$ cat src/rtl/wtsn_pkg.sv
package wtsn_pkg;
  typedef enum logic [1:0] {
    PS_IDLE = 2'd0,
    PS_ARB  = 2'd1,
    PS_FILL = 2'd2
  } pstate_t;
endpackage

$ cat src/rtl/wt_line_store.sv
module wt_line_store #(
  parameter int IW    = 3,
  parameter int TW    = 9,
  parameter int DW    = 16,
  parameter int LINES = 8
) (
  input  logic          clk,
  input  logic          rst_n,
  input  logic [IW-1:0] rd_idx,
  output logic          rd_valid,
  output logic [TW-1:0] rd_tag,
  output logic [DW-1:0] rd_data,
  input  logic          wr_en,
  input  logic [IW-1:0] wr_idx,
  input  logic [TW-1:0] wr_tag,
  input  logic [DW-1:0] wr_data,
  input  logic          snp_chk,
  input  logic [IW-1:0] snp_idx,
  input  logic [TW-1:0] snp_tag,
  output logic          snp_inv
);
  logic [LINES-1:0] valid_q;
  logic [TW-1:0]    tag_q  [LINES];
  logic [DW-1:0]    data_q [LINES];

  // snoop tag compare: a hit on a Valid line kills it
  assign snp_inv  = snp_chk && valid_q[snp_idx] && (tag_q[snp_idx] == snp_tag);
  assign rd_valid = valid_q[rd_idx];
  assign rd_tag   = tag_q[rd_idx];
  assign rd_data  = data_q[rd_idx];

  generate
    for (genvar g = 0; g < LINES; g++) begin : g_line
      always_ff @(posedge clk) begin
        if (!rst_n)                                valid_q[g] <= 1'b0;
        else if (snp_inv && snp_idx == IW'(g))     valid_q[g] <= 1'b0;
        else if (wr_en && wr_idx == IW'(g))        valid_q[g] <= 1'b1;
      end
    end
  endgenerate

  always_ff @(posedge clk) begin
    if (wr_en) begin
      tag_q[wr_idx]  <= wr_tag;
      data_q[wr_idx] <= wr_data;
    end
  end


  snoop_kill_chk: assert property (@(posedge clk) disable iff (!rst_n)
    snp_inv |=> !valid_q[$past(snp_idx)]);


  line_fill_chk: assert property (@(posedge clk) disable iff (!rst_n)
    (wr_en && !(snp_inv && snp_idx == wr_idx)) |=> valid_q[$past(wr_idx)]);
endmodule

$ cat src/rtl/wt_req_fsm.sv
module wt_req_fsm
  import wtsn_pkg::*;
#(
  parameter int DW = 16
) (
  input  logic          clk,
  input  logic          rst_n,
  input  logic          cpu_req,
  input  logic          cpu_we,
  input  logic          cpu_hit,
  input  logic          collide,
  input  logic          bus_gnt,
  input  logic          mem_rvalid,
  input  logic [DW-1:0] rd_data,
  input  logic [DW-1:0] mem_rdata,
  output logic          bus_req,
  output logic          issue,
  output logic          line_wr,
  output logic          line_fill,
  output logic          cpu_done,
  output logic [DW-1:0] cpu_rdata
);
  pstate_t state_q, state_d;
  logic    accept, hit_rd, go_bus, fill_end, wr_end;

  assign accept    = (state_q == PS_IDLE) && cpu_req && !cpu_done && !collide;
  assign hit_rd    = accept && !cpu_we && cpu_hit;
  assign go_bus    = accept && !hit_rd;
  assign bus_req   = (state_q == PS_ARB);
  assign issue     = bus_req && bus_gnt;
  assign wr_end    = issue && cpu_we;
  assign line_fill = (state_q == PS_FILL);
  assign fill_end  = line_fill && mem_rvalid;
  assign line_wr   = wr_end || fill_end;

  always_comb begin
    state_d = state_q;
    unique case (state_q)
      PS_IDLE: if (go_bus)     state_d = PS_ARB;
      PS_ARB:  if (issue)      state_d = cpu_we ? PS_IDLE : PS_FILL;
      PS_FILL: if (mem_rvalid) state_d = PS_IDLE;
      default:                 state_d = PS_IDLE;
    endcase
  end

  always_ff @(posedge clk) begin
    if (!rst_n) begin
      state_q   <= PS_IDLE;
      cpu_done  <= 1'b0;
      cpu_rdata <= '0;
    end else begin
      state_q  <= state_d;
      cpu_done <= hit_rd || wr_end || fill_end;
      if (hit_rd)        cpu_rdata <= rd_data;
      else if (fill_end) cpu_rdata <= mem_rdata;
    end
  end


  hit_quiet_chk: assert property (@(posedge clk) disable iff (!rst_n)
    hit_rd |=> (cpu_done && !bus_req));


  collide_stall_chk: assert property (@(posedge clk) disable iff (!rst_n)
    (state_q == PS_IDLE && cpu_req && !cpu_done && collide) |=> !cpu_done);


  done_pulse_chk: assert property (@(posedge clk) disable iff (!rst_n)
    cpu_done |=> !cpu_done);
endmodule

$ cat src/rtl/wt_snoop_ctrl.sv
module wt_snoop_ctrl #(
  parameter int AW      = 12,
  parameter int DW      = 16,
  parameter int LINES   = 8,
  parameter int NODE_W  = 2,
  parameter int NODE_ID = 1
) (
  input  logic              clk,
  input  logic              rst_n,
  input  logic              cpu_req,
  input  logic              cpu_we,
  input  logic [AW-1:0]     cpu_addr,
  input  logic [DW-1:0]     cpu_wdata,
  output logic [DW-1:0]     cpu_rdata,
  output logic              cpu_done,
  output logic              bus_req,
  input  logic              bus_gnt,
  output logic              out_valid,
  output logic              out_we,
  output logic [AW-1:0]     out_addr,
  output logic [DW-1:0]     out_data,
  output logic [NODE_W-1:0] out_src,
  input  logic              mem_rvalid,
  input  logic [DW-1:0]     mem_rdata,
  input  logic              snp_valid,
  input  logic              snp_we,
  input  logic [AW-1:0]     snp_addr,
  input  logic [NODE_W-1:0] snp_src
);
  localparam int IW = $clog2(LINES);
  localparam int TW = AW - IW;
  localparam logic [NODE_W-1:0] MY_ID = NODE_W'(NODE_ID);

  function automatic logic [IW-1:0] line_of(input logic [AW-1:0] a);
    return a[IW-1:0];
  endfunction

  function automatic logic [TW-1:0] tag_of(input logic [AW-1:0] a);
    return a[AW-1:IW];
  endfunction

  logic [IW-1:0] cpu_idx, snp_idx;
  logic [TW-1:0] cpu_tag, snp_tag, rd_tag;
  logic [DW-1:0] rd_data, wr_data;
  logic          rd_valid, cpu_hit, foreign_snp, snp_collide, snp_chk, snp_inv;
  logic          issue, line_wr, line_fill;

  assign cpu_idx     = line_of(cpu_addr);
  assign cpu_tag     = tag_of(cpu_addr);
  assign snp_idx     = line_of(snp_addr);
  assign snp_tag     = tag_of(snp_addr);
  assign foreign_snp = snp_valid && (snp_src != MY_ID);
  assign snp_collide = foreign_snp && (snp_idx == cpu_idx);
  assign snp_chk     = foreign_snp && snp_we;
  assign cpu_hit     = rd_valid && (rd_tag == cpu_tag);
  assign wr_data     = line_fill ? mem_rdata : cpu_wdata;

  assign out_valid = issue;
  assign out_we    = cpu_we;
  assign out_addr  = cpu_addr;
  assign out_data  = cpu_wdata;
  assign out_src   = MY_ID;

  wt_line_store #(.IW(IW), .TW(TW), .DW(DW), .LINES(LINES)) u_store (
    .clk(clk), .rst_n(rst_n),
    .rd_idx(cpu_idx), .rd_valid(rd_valid), .rd_tag(rd_tag), .rd_data(rd_data),
    .wr_en(line_wr), .wr_idx(cpu_idx), .wr_tag(cpu_tag), .wr_data(wr_data),
    .snp_chk(snp_chk), .snp_idx(snp_idx), .snp_tag(snp_tag), .snp_inv(snp_inv)
  );

  wt_req_fsm #(.DW(DW)) u_fsm (
    .clk(clk), .rst_n(rst_n),
    .cpu_req(cpu_req), .cpu_we(cpu_we), .cpu_hit(cpu_hit), .collide(snp_collide),
    .bus_gnt(bus_gnt), .mem_rvalid(mem_rvalid), .rd_data(rd_data), .mem_rdata(mem_rdata),
    .bus_req(bus_req), .issue(issue), .line_wr(line_wr), .line_fill(line_fill),
    .cpu_done(cpu_done), .cpu_rdata(cpu_rdata)
  );


  own_src_chk: assert property (@(posedge clk) disable iff (!rst_n)
    (snp_valid && snp_src == MY_ID) |-> !snp_inv);


  wr_after_grant_chk: assert property (@(posedge clk) disable iff (!rst_n)
    (cpu_done && cpu_we) |-> $past(bus_gnt));


  out_has_req_chk: assert property (@(posedge clk) disable iff (!rst_n)
    out_valid |=> !bus_req);
endmodule

$ cat config.mk
export PLATFORM = sky130hd
export DESIGN_NAME = wt_snoop_ctrl
export DESIGN_NICKNAME = d
export VERILOG_FILES = /design/src/rtl/wtsn_pkg.sv /design/src/rtl/wt_line_store.sv /design/src/rtl/wt_req_fsm.sv /design/src/rtl/wt_snoop_ctrl.sv
export SDC_FILE = /design/constraint.sdc
export NUM_CORES = 1
export LEC_CHECK = 0
export ABC_AREA = 0
export BUFFER_PORTS_ARGS = -buffer_cell sky130_fd_sc_hd__buf_2
export CAP_MARGIN = 20
export CORE_ASPECT_RATIO = 0.8
export CORE_MARGIN = 2
export CORE_UTILIZATION = 40
export DETAILED_ROUTE_END_ITERATION = 8
export HOLD_SLACK_MARGIN = 0.06
export MAX_ROUTING_LAYER = met4
export PLACE_DENSITY = 0.54
export REMOVE_ABC_BUFFERS = 1
export SETUP_SLACK_MARGIN = 0.5
export SLEW_MARGIN = 20
export SYNTH_ARGS = -nofsm -noshare
export SYNTH_HDL_FRONTEND = slang
export SYNTH_HIERARCHICAL = 1
export SYNTH_SLANG_ARGS = --single-unit
$ cat constraint.sdc
create_clock -name clk -period 5.44 [get_ports clk]
set_input_delay 1.632 -clock clk [delete_from_list [all_inputs] [get_ports clk]]
set_output_delay 1.632 -clock clk [all_outputs]
set_load 0.02 [all_outputs]
==> implementation parameters, run 1 <==
Parameter                              Value

Timing
  Count of endpoints failing setup in the final report ... 0
  Slew @ Worst Pin ... 1.105 ns
  Hold Worst Slack ... 0.4709 ns
  Unrepaired setup endpoints after global routing ... false
  Final Critical Period ... 4.593 ns
  Setup clock skew after layout ... 0.01553 ns
  Final-report hold violation count ... 0
  Final setup TNS ... 0 ns
  Max-Slew Margin vs Limit ... 26.32%
  Final cycle utilization of the critical path ... 84.42%
  Maximum clock frequency ... 0.2177 GHz
  Slew Viols, Final ... 0

Pwr
  Leakage power summed over all cells ... 4.145 nW
  Peak supply drop ... 0.2010 mV
  Power per Cell Area ... 326.4 nW/um2

Clocking
  TritonCTS sink count ... 227
  Root Driver ... sky130_fd_sc_hd__clkbuf_16
  CTS Buf Count ... 25
  Setup fix buffers added after clock tree synthesis ... 0
  H-Tree Depth ... 1
  Latest clock arrival within the worst-skew pair ... 0.52 ns
  Number of hold buffers added after cts ... 0
  CTS tree ... done
  Clock input transition at the sequential cells of the worst setup and hold paths ... 0.06 ns
  Clk buf depth ... 3
  Post-CTS resize count ... 0

Status
  Status ... complete, no violations

Floorplanning
  Floorplan die width ... 183.5 um
  Effective utilization at floorplan ... 40.72%
  Std-Cell Rows ... 52
  Die span in y ... 147.6 um
  I/O Pins ... 116
  CORE AREA ... 25310 um2
  Die area ... 27070 um2

Finish
  Final #Nets ... 777
  Finished Core Util ... 46.77%
  Synthesis-to-finish area growth ... 14.85%
  Multi-input combinational cell area ... 3281 um2
  Seq. cell area ... 6546 um2
  Total of fill cells in the finished design ... 2148
  Fraction of layout instances using a drive strength above 1 ... 38.90%
  Diode insertion count for antenna repair ... 0

Detailed routing
  Post-detailed-route DRC marker count ... 0
  Average wire per cell in the routed design ... 23.51 um
  Wirelength, routed ... 24.78 mm
  Detailed-route vias per instance ... 5.575
  Drt first-iter violations ... 603
  Detailed-route via count ... 5876
  Remaining antenna violation count ... 0
  Total iterations of the first detailed-routing run ... 4

Worst hold path
  Min-Delay Path Class ... reg -> reg

GRT
  Largest net degree at the start of global routing ... 42
  Overall fraction of global-route tracks in use ... 19.07%
  Global-route wire length before repair ... 37.47 mm
  Antenna violations before repair ... 0
  Number of global-route vias before repair ... 6191
  Sum of overflow across all layers after global routing ... 0

Worst setup path
  Startpoint type of the worst setup path ... primary input
  Crit Path Class ... in -> reg
  Reg2Reg Setup Slack ... 2.17 ns
  Series of cell instances along the critical path ... buf_2 > mux4_2 > mux2_2 > xnor2_1 > nand4_1 > nor3_1 > or3b_2 > or2_1 > a311oi_1
  CP arrival ... 5.01 ns
  Critical Path End Type ... register
  Slowest CP cell ... sky130_fd_sc_hd__buf_2
  Top fanout value on the critical path ... 30
  CP max stage delay ... 0.65 ns
  Required arrival time at the worst endpoint ... 5.86 ns

Synth
  Mapped Cells ... 619
  Post-synth design cell area ... 10310 um2
  Warnings, synthesis ... 6
  Syn Area/Cell ... 16.65 um2

Placed design
  Routability Congestion ... 0.8133
  Port bufs ... 113
  Post-detail-place hpwl ... 15.75 mm

Flow run
  Max-capacitance violation count ... 0
[per-stage QoR]
step	cell area (um2)	std cells	worst slack, ns	total power, mW
after floorplan	9811	547	0.9472	2.089
after global placement	11010	1008	0.4086	2.238
after detailed placement	11020	1008	0.3114	2.245
after CTS	11840	1054	0.8052	3.898
after global routing	11840	1054	0.5988	3.988
final	11840	1054	0.8474	3.863
[placed cells by master (no fill, tap or decap), types with 4 or more instances in the layout]
master                        n
sky130_fd_sc_hd__nor2b_1      6
sky130_fd_sc_hd__nor3_1       4
sky130_fd_sc_hd__clkbuf_16   25
sky130_fd_sc_hd__a31oi_1     23
sky130_fd_sc_hd__nand3_1      4
sky130_fd_sc_hd__nor2_2       7
sky130_fd_sc_hd__clkbuf_1     5
sky130_fd_sc_hd__inv_1        4
sky130_fd_sc_hd__a22oi_1     13
sky130_fd_sc_hd__o21ai_0      9
sky130_fd_sc_hd__buf_2      112
sky130_fd_sc_hd__xor2_1       8
sky130_fd_sc_hd__dfxtp_1     27
sky130_fd_sc_hd__o31ai_1     14
sky130_fd_sc_hd__mux2_4      10
sky130_fd_sc_hd__clkinv_2     6
sky130_fd_sc_hd__mux4_2      53
sky130_fd_sc_hd__buf_4       23
sky130_fd_sc_hd__and4b_1      4
sky130_fd_sc_hd__edfxtp_1   200
sky130_fd_sc_hd__xnor2_1     11
sky130_fd_sc_hd__nand2_1     41
sky130_fd_sc_hd__mux2i_1     36
sky130_fd_sc_hd__and4_1       6
sky130_fd_sc_hd__mux2_2      32
[critical path, delay by kind of cell]
| kind | cells | cell delay, ns |
|---|---|---|
| and+or+nand+nor | 4 | 1.49 |
| xor gates and xnor gates | 1 | 0.16 |
| buffers and inverters | 1 | 0.65 |
| AOI/OAI and AO/OA | 1 | 0.35 |
| muxes | 2 | 0.71 |
[state kept, by name (all words and copies together), names as in the netlist]
| register | cells |
|---|---|
| u_fsm/cpu_done | 1 |
| u_fsm/cpu_rdata | 16 |
| u_fsm/state_q | 2 |
| u_store/data_q | 128 |
| u_store/tag_q | 72 |
| u_store/valid_q | 8 |
[final cells by class]
class	instances	area share (%)
inverter	4	0.1268
multi-input combinational	316	27.72
tap	324	3.425
timing repair buffer	137	6.533
clock inverter	13	1.099
clock buffer	33	5.793
sequential	227	55.31
[layer usage]
| metal | global-route usage, % | up-vias | share of wire, % |
|---|---|---|---|
| met5 | - | - | 0 |
| li1 | - | 2616 | - |
| met1 | 25.22 | 3047 | 43 |
| met3 | 2.611 | 33 | 6.1 |
| met4 | 5.520 | 0 | 1.8 |
| met2 | 31.04 | 180 | 49 |
[report_power, final]
| group | internal (mW) | total, mW | switching (mW) |
|---|---|---|---|
| clock network | 0.986 | 1.66 | 0.672 |
| registers | 1.91 | 1.91 | 0.00470 |
| logic | 0.125 | 0.292 | 0.167 |
| total | 3.02 | 3.86 | 0.844 |
[final timing paths]
check	start	to	depth (start not counted)
setup / recovery	cpu_addr[1]	u_fsm/cpu_rdata[12]$_SDFFE_PN0P_	9
hold / removal	u_fsm/cpu_rdata[4]$_SDFFE_PN0P_	u_fsm/cpu_rdata[4]$_SDFFE_PN0P_	2
setup reg to reg	u_store/tag_q[7][6]$_DFFE_PP_	u_fsm/cpu_rdata[12]$_SDFFE_PN0P_	8
hold reg to reg	u_fsm/cpu_rdata[4]$_SDFFE_PN0P_	u_fsm/cpu_rdata[4]$_SDFFE_PN0P_	2
(Power assumes the default switching activity.)
==> run 2, diff against run 1 <==
--- a/config.mk
+++ b/config.mk
@@ -14,7 +14,7 @@
 export DETAILED_ROUTE_END_ITERATION = 8
 export HOLD_SLACK_MARGIN = 0.06
 export MAX_ROUTING_LAYER = met4
-export PLACE_DENSITY = 0.54
+export PLACE_DENSITY = 0.56
 export REMOVE_ABC_BUFFERS = 1
 export SETUP_SLACK_MARGIN = 0.5
 export SLEW_MARGIN = 20
==> constraint.sdc (replaced) <==
create_clock -name clk -period 3.7 [get_ports clk]
set_input_delay 1.11 -clock clk [delete_from_list [all_inputs] [get_ports clk]]
set_output_delay 1.11 -clock clk [all_outputs]
set_load 0.02 [all_outputs]
==> run 2 against run 1 <==
  * Sequential power up 47%
  * Register-to-register slack worse by 1.3 ns
  * Power up 47%
  * Critical path depth up 3
  * Sequential share of layout area down 2.0 points
  * Clock-buffer cell count up 6
  * Design area up 3.8%
  * Wire length up 1.8%
  * Combinational power up 62%
  * Non-clock buffer count up 19
  * Utilization up 1.8 points
  * Largest cell class unchanged
  * Highest routed layer unchanged
==> implementation parameters, run 2 (synthesis results as in run 1) <==
Parameter                              Value

Finish
  Number of flip-flops in the largest register ... 128 (unchanged)
  Post-Layout Inst Area ... 12290 um2 (+3.8%)
  Most frequent standard cell in the layout excluding fill and tap cells ... sky130_fd_sc_hd__edfxtp_1
  Diode insertion count for antenna repair ... 0 (unchanged)
  Synthesis-to-finish area growth ... 19.23%
  Fraction of layout instances using a drive strength above 1 ... 42.99% (+4.1 points)
  Biggest registers after layout ... u_store/data_q (128), u_store/tag_q (72), u_fsm/cpu_rdata (16)
  Largest Register ... u_store/data_q
  Total of fill cells in the finished design ... 2091 (-2.7%)
  Final #Nets ... 796 (+2.4%)
  Most used cells in the layout excluding fill and tap cells ... sky130_fd_sc_hd__edfxtp_1 (200), sky130_fd_sc_hd__buf_2 (112), sky130_fd_sc_hd__mux4_2 (53), sky130_fd_sc_hd__nand2_1 (41), sky130_fd_sc_hd__mux2i_1 (36)

GRT
  Largest net degree at the start of global routing ... 25 (-40%)
  Sum of overflow across all layers after global routing ... 0 (unchanged)
  Global-route wire length before repair ... 37.74 mm (+0.70%)
  Number of global-route vias before repair ... 6156 (-0.57%)
  Antenna violations before repair ... 0 (unchanged)
  Overall fraction of global-route tracks in use ... 19.26% (+0.19 points)

Worst setup path
  Crit Reg-Reg Startpoint ... u_store/tag_q[3][8]$_DFFE_PP_
  Startpoint type of the worst setup path ... primary input
  Critical Path End Type ... register
  Terminus of the critical flop-to-flop path ... u_fsm/cpu_rdata[4]$_SDFFE_PN0P_
  Top fanout value on the critical path ... 7 (-77%)
  Required arrival time at the worst endpoint ... 4.14 ns (-1.72 ns)
  Depth of the worst register-to-register path ... 9 (+1)
  Reg2Reg Setup Slack ... 0.84 ns (-1.33 ns)
  CP arrival ... 3.76 ns (-1.25 ns)
  Crit Path Class ... in -> reg

Placed design
  Post-detail-place hpwl ... 15.99 mm (+1.5%)
  Port bufs ... 113 (unchanged)
  Placed Area ... 11210 um2 (+1.7%)
  Routability Congestion ... 0.8342 (+2.6%)
  Worst slack at placement ... -0.4560 ns (-0.7674 ns)

Clocking
  Latest clock arrival within the worst-skew pair ... 0.52 ns (about the same)
  CTS tree ... done
  Number of hold buffers added after cts ... 0 (unchanged)
  TritonCTS sink count ... 227 (unchanged)
  CTS Buf Count ... 25 (unchanged)
  Clock input transition at the sequential cells of the worst setup and hold paths ... 0.06 ns (about the same)
  Clk buf depth ... 3 (unchanged)
  H-Tree Depth ... 1 (unchanged)
  Root Driver ... sky130_fd_sc_hd__clkbuf_16

Timing
  Count of endpoints failing setup in the final report ... 0 (unchanged)
  Unrepaired setup endpoints after global routing ... true
  Max-Slew Margin vs Limit ... 51.70% (+25 points)
  Hold Worst Slack ... 0.4730 ns (+0.002104 ns)
  Slew @ Worst Pin ... 0.7244 ns (-0.3808 ns)
  Final setup TNS ... 0 ns (unchanged)
  Maximum clock frequency ... 0.3011 GHz
  Final-report hold violation count ... 0 (unchanged)
  Final Critical Period ... 3.321 ns
  Setup clock skew after layout ... 0.007063 ns (-0.008471 ns)
  Slew Viols, Final ... 0 (unchanged)
  Final cycle utilization of the critical path ... 89.77%
  Setup slack after layout ... 0.3786 ns (-0.4688 ns)

Floorplanning
  Effective utilization at floorplan ... 40.72% (unchanged)
  Die span in y ... 147.6 um (unchanged)
  Floorplan die width ... 183.5 um (unchanged)
  Die area ... 27070 um2 (unchanged)
  CORE AREA ... 25310 um2 (unchanged)
  I/O Pins ... 116 (unchanged)
  Std-Cell Rows ... 52 (unchanged)

Pwr
  Design Power ... 5.687 mW (+47%)
  Leakage power summed over all cells ... 4.337 nW (+4.6%)
  Power per Cell Area ... 462.8 nW/um2 (+42%)
  Peak supply drop ... 0.3197 mV (+59%)

Detailed routing
  Average wire per cell in the routed design ... 23.51 um (about the same)
  Post-detailed-route DRC marker count ... 0 (unchanged)
  Detailed-route vias per instance ... 5.518 (-1.0%)
  Total iterations of the first detailed-routing run ... 6 (+2)
  Detailed-route via count ... 5921 (+0.77%)
  Remaining antenna violation count ... 0 (unchanged)
  Wirelength, routed ... 25.23 mm (+1.8%)
  Drt first-iter violations ... 576 (-4.5%)

Worst hold path
  Min-Delay Startpoint ... u_fsm/cpu_rdata[13]$_SDFFE_PN0P_
  Number of cells on the worst hold path ... 2 (unchanged)
  Min-Delay Path Class ... reg -> reg
  Worst hold endpoint ... u_fsm/cpu_rdata[13]$_SDFFE_PN0P_

Status
  Status ... complete, no violations

Flow run
  Max-capacitance violation count ... 0 (unchanged)
==> run 2: cell types whose count changed in the layout (fill, tap and decap cells not counted), moves of 4 or more <==
cell | previous run | this run
sky130_fd_sc_hd__buf_4 | 23 | 31
sky130_fd_sc_hd__o31ai_1 | 14 | 6
sky130_fd_sc_hd__buf_12 | 2 | 9
sky130_fd_sc_hd__xnor2_1 | 11 | 5
sky130_fd_sc_hd__xnor2_2 | 0 | 6
sky130_fd_sc_hd__a31oi_1 | 23 | 18
sky130_fd_sc_hd__o31ai_2 | 0 | 5
sky130_fd_sc_hd__a31oi_4 | 0 | 4
==> run 2: repair_timing <==
action | 4_1_cts | 5_1_grt
buffers inserted | 1 | 0
gates resized for setup | 24 | 9
setup endpoints to repair | 17 | 17
gates cloned | 2 | 0
pin swaps | 4 | 3
==> run 2: final cells by class <==
| type | instances | area, um2 | area share, % |
|---|---|---|---|
| clock buffer | 39 | 738.2 | 6.008 |
| clock inverter | 7 | 65.06 | 0.5295 |
| inverter | 4 | 15.01 | 0.1222 |
| multi-input combinational | 316 | 3467 | 28.22 |
| sequential | 227 | 6546 | 53.27 |
| tap | 324 | 405.4 | 3.299 |
| timing repair buffer | 156 | 1051 | 8.553 |
==> run 2: critical path, cell delays in order <==
cell and delay (ns):
sky130_fd_sc_hd__buf_12 0.10, sky130_fd_sc_hd__buf_12 0.14, sky130_fd_sc_hd__buf_12 0.11, sky130_fd_sc_hd__mux4_2 0.49, sky130_fd_sc_hd__mux2_4 0.29, sky130_fd_sc_hd__xnor2_2 0.15, sky130_fd_sc_hd__nand2_1 0.09, sky130_fd_sc_hd__nor3_2 0.23
sky130_fd_sc_hd__or3b_4 0.41, sky130_fd_sc_hd__or2_4 0.31, sky130_fd_sc_hd__buf_12 0.16, sky130_fd_sc_hd__a31oi_2 0.14
==> run 2: metrics by stage <==
step           cells  util [%]
2_1_floorplan    547         -
3_3_place_gp    1024     44.29
3_5_place_dp    1024     44.29
4_1_cts         1073     48.31
5_1_grt         1073     48.55
6_report        1073     48.55
==> run 2: how the worst max path moves through the flow <==
| stage | start | endpoint | slack, ns | cells past startpoint |
|---|---|---|---|---|
| 4_1_cts | cpu_addr[0] | u_fsm/cpu_rdata[3]$_SDFFE_PN0P_ | 0.41 | 12 |
| 5_1_grt | cpu_addr[0] | u_fsm/cpu_rdata[3]$_SDFFE_PN0P_ | 0.28 | 12 |
| 2_1_floorplan | mem_rvalid | u_store/valid_q[0]$_SDFFE_PP0P_ | -0.27 | 6 |
| 3_3_place_gp | cpu_addr[0] | u_fsm/cpu_rdata[1]$_SDFFE_PN0P_ | -0.40 | 11 |
| 3_5_place_dp | cpu_addr[0] | u_fsm/cpu_rdata[6]$_SDFFE_PN0P_ | -0.46 | 11 |
| 6_report | cpu_addr[0] | u_fsm/cpu_rdata[4]$_SDFFE_PN0P_ | 0.38 | 12 |
==> run 2: metal layers <==
| metal | up-vias | track usage, % | share of wire (%) |
|---|---|---|---|
| met2 | 188 | 31.25 | 50 |
| met3 | 28 | 2.759 | 5.7 |
| li1 | 2665 | - | - |
| met4 | 0 | 4.600 | 1.9 |
| met1 | 3040 | 25.89 | 43 |
| met5 | - | - | 0 |
==> run 2: report_power, final <==
group / internal (mW) / switching, mW / total, mW
Sequential: 2.81 / 0.00695 / 2.81
Combinational: 0.211 / 0.262 / 0.473
Clock: 1.44 / 0.966 / 2.40
Total: 4.45 / 1.23 / 5.69
==> run 3, diff against run 2 <==
--- a/config.mk
+++ b/config.mk
@@ -11,10 +11,10 @@
 export CORE_ASPECT_RATIO = 0.8
 export CORE_MARGIN = 2
 export CORE_UTILIZATION = 40
+export CTS_BUF_LIST = sky130_fd_sc_hd__clkbuf_8 sky130_fd_sc_hd__clkbuf_16
 export DETAILED_ROUTE_END_ITERATION = 8
 export HOLD_SLACK_MARGIN = 0.06
 export MAX_ROUTING_LAYER = met4
-export PLACE_DENSITY = 0.56
 export REMOVE_ABC_BUFFERS = 1
 export SETUP_SLACK_MARGIN = 0.5
 export SLEW_MARGIN = 20
==> run 3 against run 2 <==
  * Global-route usage shrank 0.24 points
  * Power grew 1.4%
  * Worst setup slack lost 0.035 ns
  * Combinational power shrank 2%
  * Wire length shrank 2.0%
  * Critical path type unchanged
  * Critical endpoint is now u_fsm/cpu_rdata[7]$_SDFFE_PN0P_
==> implementation parameters, run 3 (synthesis results as in run 1) <==
Parameter                              Value

Status
  Status ... complete, no violations

Detailed routing
  Detailed-route via count ... 5998 (+1.3%)
  Post-detailed-route DRC marker count ... 0 (unchanged)
  Total iterations of the first detailed-routing run ... 5 (-1)
  Wirelength, routed ... 24.73 mm (-2.0%)
  Average wire per cell in the routed design ... 23.00 um (-2.2%)
  Remaining antenna violation count ... 0 (unchanged)
  Drt first-iter violations ... 484 (-16%)
  Detailed-route vias per instance ... 5.580 (+1.1%)

Clocking
  TritonCTS sink count ... 227 (unchanged)
  CTS Buf Count ... 25 (unchanged)
  Root Driver ... sky130_fd_sc_hd__clkbuf_16
  Clk buf depth ... 3 (unchanged)
  Latest clock arrival within the worst-skew pair ... 0.53 ns (about the same)
  Clock input transition at the sequential cells of the worst setup and hold paths ... 0.06 ns (about the same)
  CTS tree ... done
  H-Tree Depth ... 1 (unchanged)

Floorplanning
  Std-Cell Rows ... 52 (unchanged)
  CORE AREA ... 25310 um2 (unchanged)
  I/O Pins ... 116 (unchanged)
  Die area ... 27070 um2 (unchanged)
  Effective utilization at floorplan ... 40.72% (unchanged)
  Floorplan die width ... 183.5 um (unchanged)
  Die span in y ... 147.6 um (unchanged)

Worst setup path
  Crit Reg-Reg Startpoint ... u_store/tag_q[1][0]$_DFFE_PP_
  Critical Path End Type ... register
  Startpoint type of the worst setup path ... primary input
  Worst path buffer plus inverter count ... 4 (unchanged)
  Depth of the worst register-to-register path ... 11 (+2)
  Slowest CP cell ... sky130_fd_sc_hd__mux4_2
  Terminus of the critical flop-to-flop path ... u_fsm/cpu_rdata[7]$_SDFFE_PN0P_
  CP arrival ... 3.82 ns (+0.06 ns)
  Kind of cell adding the most delay to the critical path ... simple AND/OR/NAND/NOR gates
  Origin of the worst setup path ... cpu_addr[0]
  CP max stage delay ... 0.50 ns (about the same)
  Worst setup path end ... u_fsm/cpu_rdata[7]$_SDFFE_PN0P_
  Total stage count of the critical path ... 12 (unchanged)
  Series of cell instances along the critical path ... buf_16 > mux4_2 > mux2_2 > xnor2_2 > nand4_1 > nor3_4 > buf_4 > or3b_4 > or2_4 > buf_12 > buf_6 > a31oi_1
  Top fanout value on the critical path ... 5 (-2)
  Required arrival time at the worst endpoint ... 4.17 ns (+0.03 ns)
  Crit Path Class ... in -> reg
  Reg2Reg Setup Slack ... 0.66 ns (-0.18 ns)

Timing
  Max-Slew Margin vs Limit ... 50.28% (-1.4 points)
  Final cycle utilization of the critical path ... 90.72% (+0.95 points)
  Slew @ Worst Pin ... 0.7450 ns (+0.02058 ns)
  Final setup TNS ... 0 ns (unchanged)
  Final Critical Period ... 3.357 ns (+0.03529 ns)
  Slew Viols, Final ... 0 (unchanged)
  Maximum clock frequency ... 0.2979 GHz (-1.1%)
  Final-report hold violation count ... 0 (unchanged)
  Count of endpoints failing setup in the final report ... 0 (unchanged)
  Setup clock skew after layout ... 0.01445 ns (+0.007391 ns)
  Unrepaired setup endpoints after global routing ... true

Finish
  Synthesis-to-finish area growth ... 19.24% (about the same)
  Number of flip-flops in the largest register ... 128 (unchanged)
  Most frequent standard cell in the layout excluding fill and tap cells ... sky130_fd_sc_hd__edfxtp_1
  Largest Register ... u_store/data_q
  Biggest registers after layout ... u_store/data_q (128), u_store/tag_q (72), u_fsm/cpu_rdata (16)
  Most used cells in the layout excluding fill and tap cells ... sky130_fd_sc_hd__edfxtp_1 (200), sky130_fd_sc_hd__buf_2 (112), sky130_fd_sc_hd__mux4_2 (53), sky130_fd_sc_hd__nand2_1 (41), sky130_fd_sc_hd__mux2i_1 (36)
  Fraction of layout instances using a drive strength above 1 ... 42.27% (-0.72 points)
  Finished Core Util ... 48.56% (about the same)
  Post-Layout Inst Area ... 12290 um2 (about the same)
  Final #Nets ... 797 (+0.13%)

Flow run
  Max-capacitance violation count ... 0 (unchanged)

Pwr
  Leakage power summed over all cells ... 4.409 nW (+1.7%)
  Power per Cell Area ... 469.3 nW/um2 (+1.4%)
  Design Power ... 5.768 mW (+1.4%)
  Peak supply drop ... 0.2374 mV (-26%)

GRT
  Number of global-route vias before repair ... 6331 (+2.8%)
  Overall fraction of global-route tracks in use ... 19.02% (-0.24 points)
  Antenna violations before repair ... 1 (+1)
  Global-route wire length before repair ... 37.69 mm (-0.13%)
  Sum of overflow across all layers after global routing ... 0 (unchanged)
  Largest net degree at the start of global routing ... 46 (+84%)

Worst hold path
  Min-Delay Path Class ... reg -> reg

Placed design
  Routability Congestion ... 0.8061 (-3.4%)
  Placed Area ... 11160 um2 (-0.47%)
  Post-detail-place hpwl ... 15.86 mm (-0.80%)
  Port bufs ... 113 (unchanged)
[run 3: cell types whose count changed in the layout (fill, tap and decap cells not counted), moves of 4 or more]
| cell | before | now |
|---|---|---|
| sky130_fd_sc_hd__clkbuf_1 | 8 | 0 |
| sky130_fd_sc_hd__mux2_2 | 31 | 27 |
| sky130_fd_sc_hd__clkinv_1 | 1 | 7 |
| sky130_fd_sc_hd__clkbuf_8 | 6 | 0 |
| sky130_fd_sc_hd__o31ai_1 | 6 | 11 |
| sky130_fd_sc_hd__inv_1 | 4 | 8 |
| sky130_fd_sc_hd__mux2_4 | 11 | 15 |
[run 3: layout make-up]
class	count	area, um2
Inverter	4	15.01
Multi-Input combinational cell	316	3427
Fill cell	2071	13020
Clock buffer	25	625.6
Tap cell	324	405.4
Antenna cell	1	2.502
Timing Repair Buffer	157	1072
Clock inverter	21	195.2
Sequential cell	227	6546
[run 3: per-layer routing]
layer / global-route usage, % / up-vias / share of wire [%]
met5: - / - / 0
met4: 4.480 / 0 / 1.5
met3: 3.227 / 39 / 5.3
met2: 31.62 / 166 / 50
met1: 24.60 / 3127 / 43
li1: - / 2666 / -
[run 3: per-stage QoR]
| stage | std cells | worst slack (ns) | hold slack (ns) |
|---|---|---|---|
| 2_1_floorplan | 547 | -0.2708 | 0.4801 |
| 3_3_place_gp | 1022 | -0.6739 | 0.4730 |
| 3_5_place_dp | 1022 | -0.7536 | 0.4746 |
| 4_1_cts | 1073 | 0.3255 | 0.4797 |
| 5_1_grt | 1075 | 0.2755 | 0.5162 |
| 6_report | 1075 | 0.3433 | 0.4809 |
[run 3: what timing repair did]
action	4_1_cts	5_1_grt
gates resized for setup	29	7
hold buffers	0	0
gates cloned	3	0
endpoints found under the setup margin	18	17
pin swaps	8	5
buffers inserted	2	1
[run 3: how the worst min path moves through the flow]
stage	start	to	slack, ns	cells past startpoint
2_1_floorplan	u_fsm/state_q[1]$_SDFFE_PN0P_	u_fsm/state_q[0]$_SDFFE_PN0P_	0.48	1
3_3_place_gp	u_fsm/cpu_rdata[15]$_SDFFE_PN0P_	u_fsm/cpu_rdata[15]$_SDFFE_PN0P_	0.47	2
3_5_place_dp	u_fsm/cpu_rdata[9]$_SDFFE_PN0P_	u_fsm/cpu_rdata[9]$_SDFFE_PN0P_	0.47	2
4_1_cts	u_fsm/cpu_rdata[4]$_SDFFE_PN0P_	u_fsm/cpu_rdata[4]$_SDFFE_PN0P_	0.48	2
5_1_grt	u_fsm/cpu_rdata[4]$_SDFFE_PN0P_	u_fsm/cpu_rdata[4]$_SDFFE_PN0P_	0.52	2
6_report	u_fsm/cpu_rdata[4]$_SDFFE_PN0P_	u_fsm/cpu_rdata[4]$_SDFFE_PN0P_	0.48	2
[run 3: power breakdown]
group          leakage, nW  internal (mW)  switching (mW)
Clock                0.421           1.50           0.989
Combinational         1.97          0.212           0.253
Sequential            2.02           2.81         0.00745
[run 3: worst reg2reg max path, stage by stage, from the launching register on]
cell and delay, ns:
sky130_fd_sc_hd__edfxtp_1 0.41, sky130_fd_sc_hd__mux4_2 0.47, sky130_fd_sc_hd__mux2_2 0.31, sky130_fd_sc_hd__xnor2_2 0.15, sky130_fd_sc_hd__nand4_1 0.18, sky130_fd_sc_hd__nor3_4 0.24
sky130_fd_sc_hd__buf_4 0.14, sky130_fd_sc_hd__or3b_4 0.37, sky130_fd_sc_hd__or2_4 0.30, sky130_fd_sc_hd__buf_12 0.15, sky130_fd_sc_hd__buf_6 0.10, sky130_fd_sc_hd__a31oi_1 0.14
